<file path="src/rtl/dtmr_pkg.sv">
package dtmr_pkg;
  localparam int CTL_W    = 5;
  localparam int CTL_HALT = 4;
  localparam int CTL_UP   = 3;
  localparam logic [2:0] END_ZERO = 3'd0;
  localparam logic [2:0] END_FREE = 3'd7;
  localparam int WORDS_PER_CH = 3;
  localparam int MATCH_WORD   = 6;
endpackage

</file>
<file path="src/rtl/dtmr_channel.sv">
module dtmr_channel
  import dtmr_pkg::*;
#(
  parameter int CNT_W     = 16,
  parameter int N_MATCH   = 6,
  parameter bit USE_MATCH = 1'b1
) (
  input  logic                           clk,
  input  logic                           rst,
  input  logic                           wr_cnt,
  input  logic                           wr_div,
  input  logic                           wr_ctl,
  input  logic [CNT_W-1:0]               wdata,
  input  logic [N_MATCH-1:0][CNT_W-1:0]  match_i,
  output logic [CNT_W-1:0]               cnt_o,
  output logic [CNT_W-1:0]               div_o,
  output logic [CTL_W-1:0]               ctl_o,
  output logic [N_MATCH-1:0]             hit_o
);
  logic [CNT_W-1:0] cnt_q, div_q, presc_q, nxt;
  logic [CTL_W-1:0] ctl_q;
  logic running, advance, zero_end, stop_now;
  logic [2:0] code;
  logic [N_MATCH-1:0] hit;

  always_comb begin
    running  = !ctl_q[CTL_HALT];
    code     = ctl_q[2:0];
    advance  = running && (presc_q == div_q) && !wr_cnt && !wr_ctl;
    nxt      = ctl_q[CTL_UP] ? cnt_q + 1'b1 : cnt_q - 1'b1;
    zero_end = (code == END_ZERO) && (nxt == '0);
    for (int k = 0; k < N_MATCH; k++)
      hit[k] = USE_MATCH && advance && (code == 3'(k + 1)) && (nxt == match_i[k]);
    stop_now = advance && (zero_end || (|hit));
  end

  always_ff @(posedge clk) begin
    if (rst) begin
      cnt_q   <= '0;
      div_q   <= '0;
      presc_q <= '0;
      ctl_q   <= CTL_W'(1) << CTL_HALT;
    end else begin
      if (!running || wr_ctl || wr_div || presc_q == div_q) presc_q <= '0;
      else presc_q <= presc_q + 1'b1;
      if (wr_div) div_q <= wdata;
      if (wr_cnt) cnt_q <= wdata;
      else if (advance) cnt_q <= nxt;
      if (wr_ctl) ctl_q <= wdata[CTL_W-1:0];
      else if (stop_now) ctl_q[CTL_HALT] <= 1'b1;
    end
  end

  assign cnt_o = cnt_q;
  assign div_o = div_q;
  assign ctl_o = ctl_q;
  assign hit_o = hit;

  assert_halt_holds_R3: assert property (@(posedge clk) disable iff (rst)
    (ctl_q[CTL_HALT] && !wr_cnt) |=> (cnt_q == $past(cnt_q)));

  assert_single_step_R4: assert property (@(posedge clk) disable iff (rst)
    !wr_cnt |=> ((cnt_q == $past(cnt_q)) || (cnt_q == CNT_W'($past(cnt_q) + 1'b1))
                 || (cnt_q == CNT_W'($past(cnt_q) - 1'b1))));

  assert_zero_end_R5: assert property (@(posedge clk) disable iff (rst)
    ($rose(ctl_q[CTL_HALT]) && !$past(wr_ctl) && ctl_q[2:0] == END_ZERO) |-> (cnt_q == '0));

  assert_free_runs_R7: assert property (@(posedge clk) disable iff (rst)
    (!ctl_q[CTL_HALT] && ctl_q[2:0] == END_FREE && !wr_ctl) |=> !ctl_q[CTL_HALT]);
endmodule

</file>
<file path="src/rtl/dtmr_irq.sv">
module dtmr_irq #(
  parameter int N_SRC = 6
) (
  input  logic             clk,
  input  logic             rst,
  input  logic [N_SRC-1:0] set_i,
  input  logic             ack_we,
  input  logic             mask_we,
  input  logic [N_SRC-1:0] wdata,
  output logic [N_SRC-1:0] status_o,
  output logic [N_SRC-1:0] mask_o,
  output logic             irq_o
);
  logic [N_SRC-1:0] status_q, mask_q;
  logic irq_q;

  always_ff @(posedge clk) begin
    if (rst) begin
      status_q <= '0;
      mask_q   <= '0;
      irq_q    <= 1'b0;
    end else begin
      status_q <= (ack_we ? (status_q & ~wdata) : status_q) | set_i;
      if (mask_we) mask_q <= wdata;
      irq_q <= |(status_q & mask_q);
    end
  end

  assign status_o = status_q;
  assign mask_o   = mask_q;
  assign irq_o    = irq_q;

  assert_ack_clears_R9: assert property (@(posedge clk) disable iff (rst)
    (ack_we && set_i == '0) |=> ((status_q & $past(wdata)) == '0));

  assert_hit_wins_R9: assert property (@(posedge clk) disable iff (rst)
    (set_i != '0) |=> ((status_q & $past(set_i)) == $past(set_i)));

  assert_mask_gate_R10: assert property (@(posedge clk) disable iff (rst)
    ((status_q & mask_q) == '0) |=> !irq_q);
endmodule

</file>
<file path="src/rtl/dual_subtimer.sv">
module dual_subtimer
  import dtmr_pkg::*;
#(
  parameter int CNT_W   = 16,
  parameter int N_MATCH = 6,
  parameter int ADDR_W  = 8
) (
  input  logic              clk,
  input  logic              rst,
  input  logic              bus_wr,
  input  logic              bus_rd,
  input  logic              bus_irqwin,
  input  logic [ADDR_W-1:0] bus_addr,
  input  logic [CNT_W-1:0]  bus_wdata,
  output logic [CNT_W-1:0]  bus_rdata,
  output logic              irq_o
);
  localparam int N_CH   = 2;
  localparam int WORD_W = ADDR_W - 2;

  logic [WORD_W-1:0] word;
  logic aligned, main_wr, irq_wr;
  logic [N_MATCH-1:0][CNT_W-1:0] match_q;
  logic [CNT_W-1:0] cnt_w [N_CH];
  logic [CNT_W-1:0] div_w [N_CH];
  logic [CTL_W-1:0] ctl_w [N_CH];
  logic [N_MATCH-1:0] hit_w [N_CH];
  logic [N_MATCH-1:0] status_w, mask_w;
  logic [CNT_W-1:0] rd_mux, rdata_q;

  assign word    = bus_addr[ADDR_W-1:2];
  assign aligned = (bus_addr[1:0] == 2'b00);
  assign main_wr = bus_wr && !bus_irqwin && aligned;
  assign irq_wr  = bus_wr && bus_irqwin && aligned;

  for (genvar g = 0; g < N_CH; g++) begin : g_ch
    dtmr_channel #(.CNT_W(CNT_W), .N_MATCH(N_MATCH), .USE_MATCH(g == 0)) u_ch (
      .clk     (clk),
      .rst     (rst),
      .wr_cnt  (main_wr && word == WORD_W'(g * WORDS_PER_CH)),
      .wr_div  (main_wr && word == WORD_W'(g * WORDS_PER_CH + 1)),
      .wr_ctl  (main_wr && word == WORD_W'(g * WORDS_PER_CH + 2)),
      .wdata   (bus_wdata),
      .match_i (match_q),
      .cnt_o   (cnt_w[g]),
      .div_o   (div_w[g]),
      .ctl_o   (ctl_w[g]),
      .hit_o   (hit_w[g])
    );
  end

  for (genvar k = 0; k < N_MATCH; k++) begin : g_match
    always_ff @(posedge clk) begin
      if (rst) match_q[k] <= '0;
      else if (main_wr && word == WORD_W'(MATCH_WORD + k)) match_q[k] <= bus_wdata;
    end
  end

  dtmr_irq #(.N_SRC(N_MATCH)) u_irq (
    .clk      (clk),
    .rst      (rst),
    .set_i    (hit_w[0] | hit_w[1]),
    .ack_we   (irq_wr && word == WORD_W'(0)),
    .mask_we  (irq_wr && word == WORD_W'(1)),
    .wdata    (bus_wdata[N_MATCH-1:0]),
    .status_o (status_w),
    .mask_o   (mask_w),
    .irq_o    (irq_o)
  );

  always_comb begin
    rd_mux = '0;
    if (aligned) begin
      if (bus_irqwin) begin
        if (word == WORD_W'(0)) rd_mux = CNT_W'(status_w);
        else if (word == WORD_W'(1)) rd_mux = CNT_W'(mask_w);
      end else begin
        for (int c = 0; c < N_CH; c++) begin
          if (word == WORD_W'(c * WORDS_PER_CH)) rd_mux = cnt_w[c];
          if (word == WORD_W'(c * WORDS_PER_CH + 1)) rd_mux = div_w[c];
          if (word == WORD_W'(c * WORDS_PER_CH + 2)) rd_mux = CNT_W'(ctl_w[c]);
        end
        for (int k = 0; k < N_MATCH; k++)
          if (word == WORD_W'(MATCH_WORD + k)) rd_mux = match_q[k];
      end
    end
  end

  always_ff @(posedge clk) begin
    if (rst) rdata_q <= '0;
    else if (bus_rd) rdata_q <= rd_mux;
  end

  assign bus_rdata = rdata_q;

  assert_no_status_sub2_R8: assert property (@(posedge clk) disable iff (rst)
    ((hit_w[0] == '0) && !(irq_wr && word == WORD_W'(0))) |=> (status_w == $past(status_w)));
endmodule

</file>
<file path="config.mk">
export PLATFORM = sky130hd
export DESIGN_NAME = dual_subtimer
export DESIGN_NICKNAME = d
export VERILOG_FILES = /design/src/rtl/dtmr_pkg.sv /design/src/rtl/dtmr_channel.sv /design/src/rtl/dtmr_irq.sv /design/src/rtl/dual_subtimer.sv
export SDC_FILE = /design/constraint.sdc
export NUM_CORES = 1
export LEC_CHECK = 0
export BUFFER_PORTS_ARGS = -buffer_cell sky130_fd_sc_hd__buf_2
export CELL_PAD_IN_SITES_DETAIL_PLACEMENT = 1
export CELL_PAD_IN_SITES_GLOBAL_PLACEMENT = 1
export CORE_AREA = 3 3 185 187
export CTS_CLUSTER_SIZE = 28
export DETAILED_ROUTE_END_ITERATION = 8
export DIE_AREA = 0 0 188 190
export PLACE_DENSITY_LB_ADDON = 0.1
export SYNTH_ARGS = -nofsm -noshare
export SYNTH_HDL_FRONTEND = slang
export SYNTH_SLANG_ARGS = --single-unit
</file>
<file path="constraint.sdc">
create_clock -name clk -period 4.53 [get_ports clk]
set_clock_uncertainty 0.05 [all_clocks]
set_input_delay 0.2265 -clock clk [delete_from_list [all_inputs] [get_ports clk]]
set_output_delay 0.2265 -clock clk [all_outputs]
set_load 0.005 [all_outputs]
</file>
==> flow_summary_export.csv <==
group,metric,value,unit
synth,yosys_warnings,0,
die,core,32600,um2
placement,place_ws,122,ps
drt,wl,67600,um
die,rows,66,
synth,synth-edff-count,0,
job,drv_cap,0,
drt,dr.pass1.iters,7,
worst_setup_path,crit_chain,"inv_1 -> ha_1 -> a21o_1 -> o21a_1 -> o31ai_1 -> a2111oi_1 -> a311oi_1 -> buf_4 -> xor2_1 -> nand3_1 -> or3_1 -> a31oi_1",
timing,setup_slack,109,ps
synth,avgSynthCellArea,7.73,um2
die,die_area,35700,um2
global_route,grt_max_degree,93,
synth,ys_types,85,
min_path,whs_endpoint,"bus_rdata[1]",
clock_tree,cts_root_buf,"clkbuf_16",
timing,setup_viol,0,
clock_tree,clkSinkCount,231,
synth,syn_inst,1897,
min_path,hold_depth,4,
min_path,min_from,"bus_rd",
synth,ys_ff_latch,231,
worst_setup_path,cp_data_required_time,4960,ps
cells_and_area,syn2layout_area_growth,11.7,%
power_and_ir_drop,irDropWorstVdd,567,uV
cells_and_area,layout_common_cells,"nand2_1 (367), dfxtp_1 (231), a21oi_1 (213), nor2_1 (171), xnor2_1 (76)",
clock_tree,cts-buffers-inserted,27,
worst_setup_path,r2r_cells,12,
global_route,grt_pass1_vias,15215,
timing,slew_violations,0,
min_path,hp-class,"in2reg",
timing,finalCritPeriodShare,97.6,%
cells_and_area,diodes,0,
clock_tree,cts.htree.levels,1,
global_route,grt_use_total,37.1,%
drt,drt-vias-per-instance,6.47,
synth,synthArstFlopShare,0,%
cells_and_area,nets,1968,
worst_setup_path,start_kind,"flop",
drt,met3_wirelength,6280,um
global_route,grt-ovfl-total,0,
drt,wl_met1,29300,um
cells_and_area,final_cells,2368,
drt,drt_iter0_markers,1739,
timing,hold_violations,0,
synth,synth_nets,1960,
clock_tree,cts_tree,"done",
worst_setup_path,r2r-end,"g_ch[0].u_ch.ctl_o[4]",
timing,grt_setup_unrepaired,"yes",
die,boundaryPins,46,
worst_setup_path,cpPeakStageDelay,910,ps
cells_and_area,final_common_cell,"nand2_1",
worst_setup_path,r2r_slack,110,ps
synth,ys_seq_area_share,31.6,%
drt,vias,15317,
placement,dp.cells,2318,
drt,ant_nets,0,
die,die_w,188,um
drt,routed.top_layer,"met4",
timing,clock.fmax,226,MHz
power_and_ir_drop,power_density,344,nW/um2
die,start_util,44.9,%
worst_setup_path,critical_path_buf_inv_count,2,
power_and_ir_drop,fin_total_pwr,5.63,mW
worst_setup_path,endpoint_kind,"flop",
drt,drc,0,
die,die_h,190,um
synth,synth-main-ff-cell,"dfxtp_1",
worst_setup_path,worst-setup-path-type,"reg2reg",
placement,port_buffers,45,
worst_setup_path,cp_top_family,"compound AO/OA/AOI/OAI gates",
synth,syn_area,14700,um2
worst_setup_path,r2r_start,"g_ch[0].u_ch.ctl_o[3]",
drt,post_drt_wl_per_cell,28.5,um
clock_tree,worstSkewPairLatency,560,ps
status,status,"completed",
clock_tree,clk_pin_slew,60,ps
placement,dpl.hpwl,51800,um
power_and_ir_drop,p_leak,6.16,nW
worst_setup_path,crit_start,"g_ch[0].u_ch.ctl_o[3]",
worst_setup_path,cp.arrival,4850,ps
placement,gp_congestion,1.01,
timing,worstMarginPinSlew,1270,ps
worst_setup_path,cp_max_fo,15,
clock_tree,ctsLongestPathBuffers,3,
timing,relSlewSlack,14.7,%
global_route,antenna_found_initial,1,
worst_setup_path,critPathSlowestCell,"a2111oi_1",
cells_and_area,final_layout_size_suffix_gt1_share,10.3,%
timing,fin_crit,4420,ps
global_route,grt_pass1_wl,100000,um
drt,met2_length,28500,um
## area by class of cell
type                            count  area (um2)
Inverter                           25        93.8
Sequential cell                   231        4620
Timing Repair Buffer              110         719
Multi-Input combinational cell   1510        9460
Clock inverter                      9         109
Tap cell                          442         553
Clock buffer                       41         808
Fill cell                        4016       16200
## power breakdown
group	switching, mW	internal (mW)	total [mW]
clock	0.929	1.35	2.28
sequential	0.0794	2.07	2.15
combinational	0.700	0.502	1.20
## metal layers
layer | vias to the layer above | track usage [%]
met5 | - | 0
li1 | 6803 | -
met1 | 7611 | 52.0
met3 | 176 | 6.95
met4 | 0 | 15.7
met2 | 727 | 55.9
## worst register-to-register path, stage by stage, from the launching register on
cell       delay (ps)
dfxtp_1           460
inv_1             370
ha_1              720
a21o_1            260
o21a_1            340
o31ai_1           150
a2111oi_1         910
a311oi_1          100
buf_4             230
xor2_1            160
nand3_1            90
or3_1             350
a31oi_1           170
## how the worst max path moves through the flow
stage	cells after the start	slack, ps	to
floorplan	11	820	u_irq.status_o[3]
global placement	12	100	g_ch[0].u_ch.ctl_o[4]
detailed placement	12	120	g_ch[0].u_ch.ctl_o[4]
CTS	12	90	g_ch[0].u_ch.ctl_o[4]
global route	12	-50	g_ch[0].u_ch.ctl_o[4]
finish	12	110	g_ch[0].u_ch.ctl_o[4]
## Yosys cell counts (20+ instances only)
| cell type | number | area share [%] |
|---|---|---|
| and3_1 | 21 | 0.90 |
| mux2i_1 | 40 | 2.7 |
| o21ai_0 | 41 | 1.4 |
| dfxtp_1 | 231 | 32 |
| nand3_1 | 35 | 1.2 |
| a21oi_1 | 213 | 7.3 |
| xnor2_1 | 76 | 4.5 |
| ha_1 | 32 | 2.7 |
| nor3_1 | 41 | 1.4 |
| inv_1 | 25 | 0.64 |
| a211oi_1 | 30 | 1.5 |
| clkbuf_1 | 112 | 2.9 |
| nor2_1 | 171 | 4.4 |
| a31oi_1 | 20 | 0.85 |
| nand4_1 | 21 | 0.90 |
| nand2_1 | 367 | 9.4 |
| xor2_1 | 71 | 4.2 |
| a22oi_1 | 54 | 2.8 |
## sequential cells by signal (all words and copies together) (netlist names)
| signal | flops |
|---|---|
| match_q | 96 |
| g_ch.u_ch.cnt_o | 32 |
| g_ch.u_ch.div_o | 32 |
| g_ch.u_ch.presc_q | 32 |
| bus_rdata | 16 |
| g_ch.u_ch.ctl_o | 10 |
| u_irq.mask_o | 6 |
| u_irq.status_o | 6 |
| u_irq.irq_o | 1 |
## what timing repair did
action	CTS	global route
hold endpoints to repair	0	0
setup buffers	0	0
resized for setup	0	3
hold buffers	0	0
setup endpoints to repair	0	4
## stage by stage
| stage | util [%] | area (um2) | setup TNS [ps] | hold WS (ps) |
|---|---|---|---|---|
| 4_1_cts | 50.2 | 16400 | 0 | 60.2 |
| 3_3_place_gp | 47.4 | 15400 | 0 | 392 |
| 6_report | 50.2 | 16400 | 0 | 71.9 |
| 5_1_grt | 50.2 | 16400 | -52.5 | 92.6 |
| 3_5_place_dp | 47.4 | 15400 | 0 | 398 |
| 2_1_floorplan | - | 14700 | 0 | 317 |
## cell families after synthesis
kind of cell / count (synthesis) / share of synthesized area (%)
buffers and inverters: 156 / 4.08
AOI/OAI and AO/OA: 508 / 22.8
muxes: 53 / 4.19
xor gates and xnor gates: 164 / 11.4
adders and majority gates: 34 / 3.00
and+or+nand+nor: 751 / 23.0
DFF: 231 / 31.6
No activity file was read; power rests on OpenSTA's default activity.
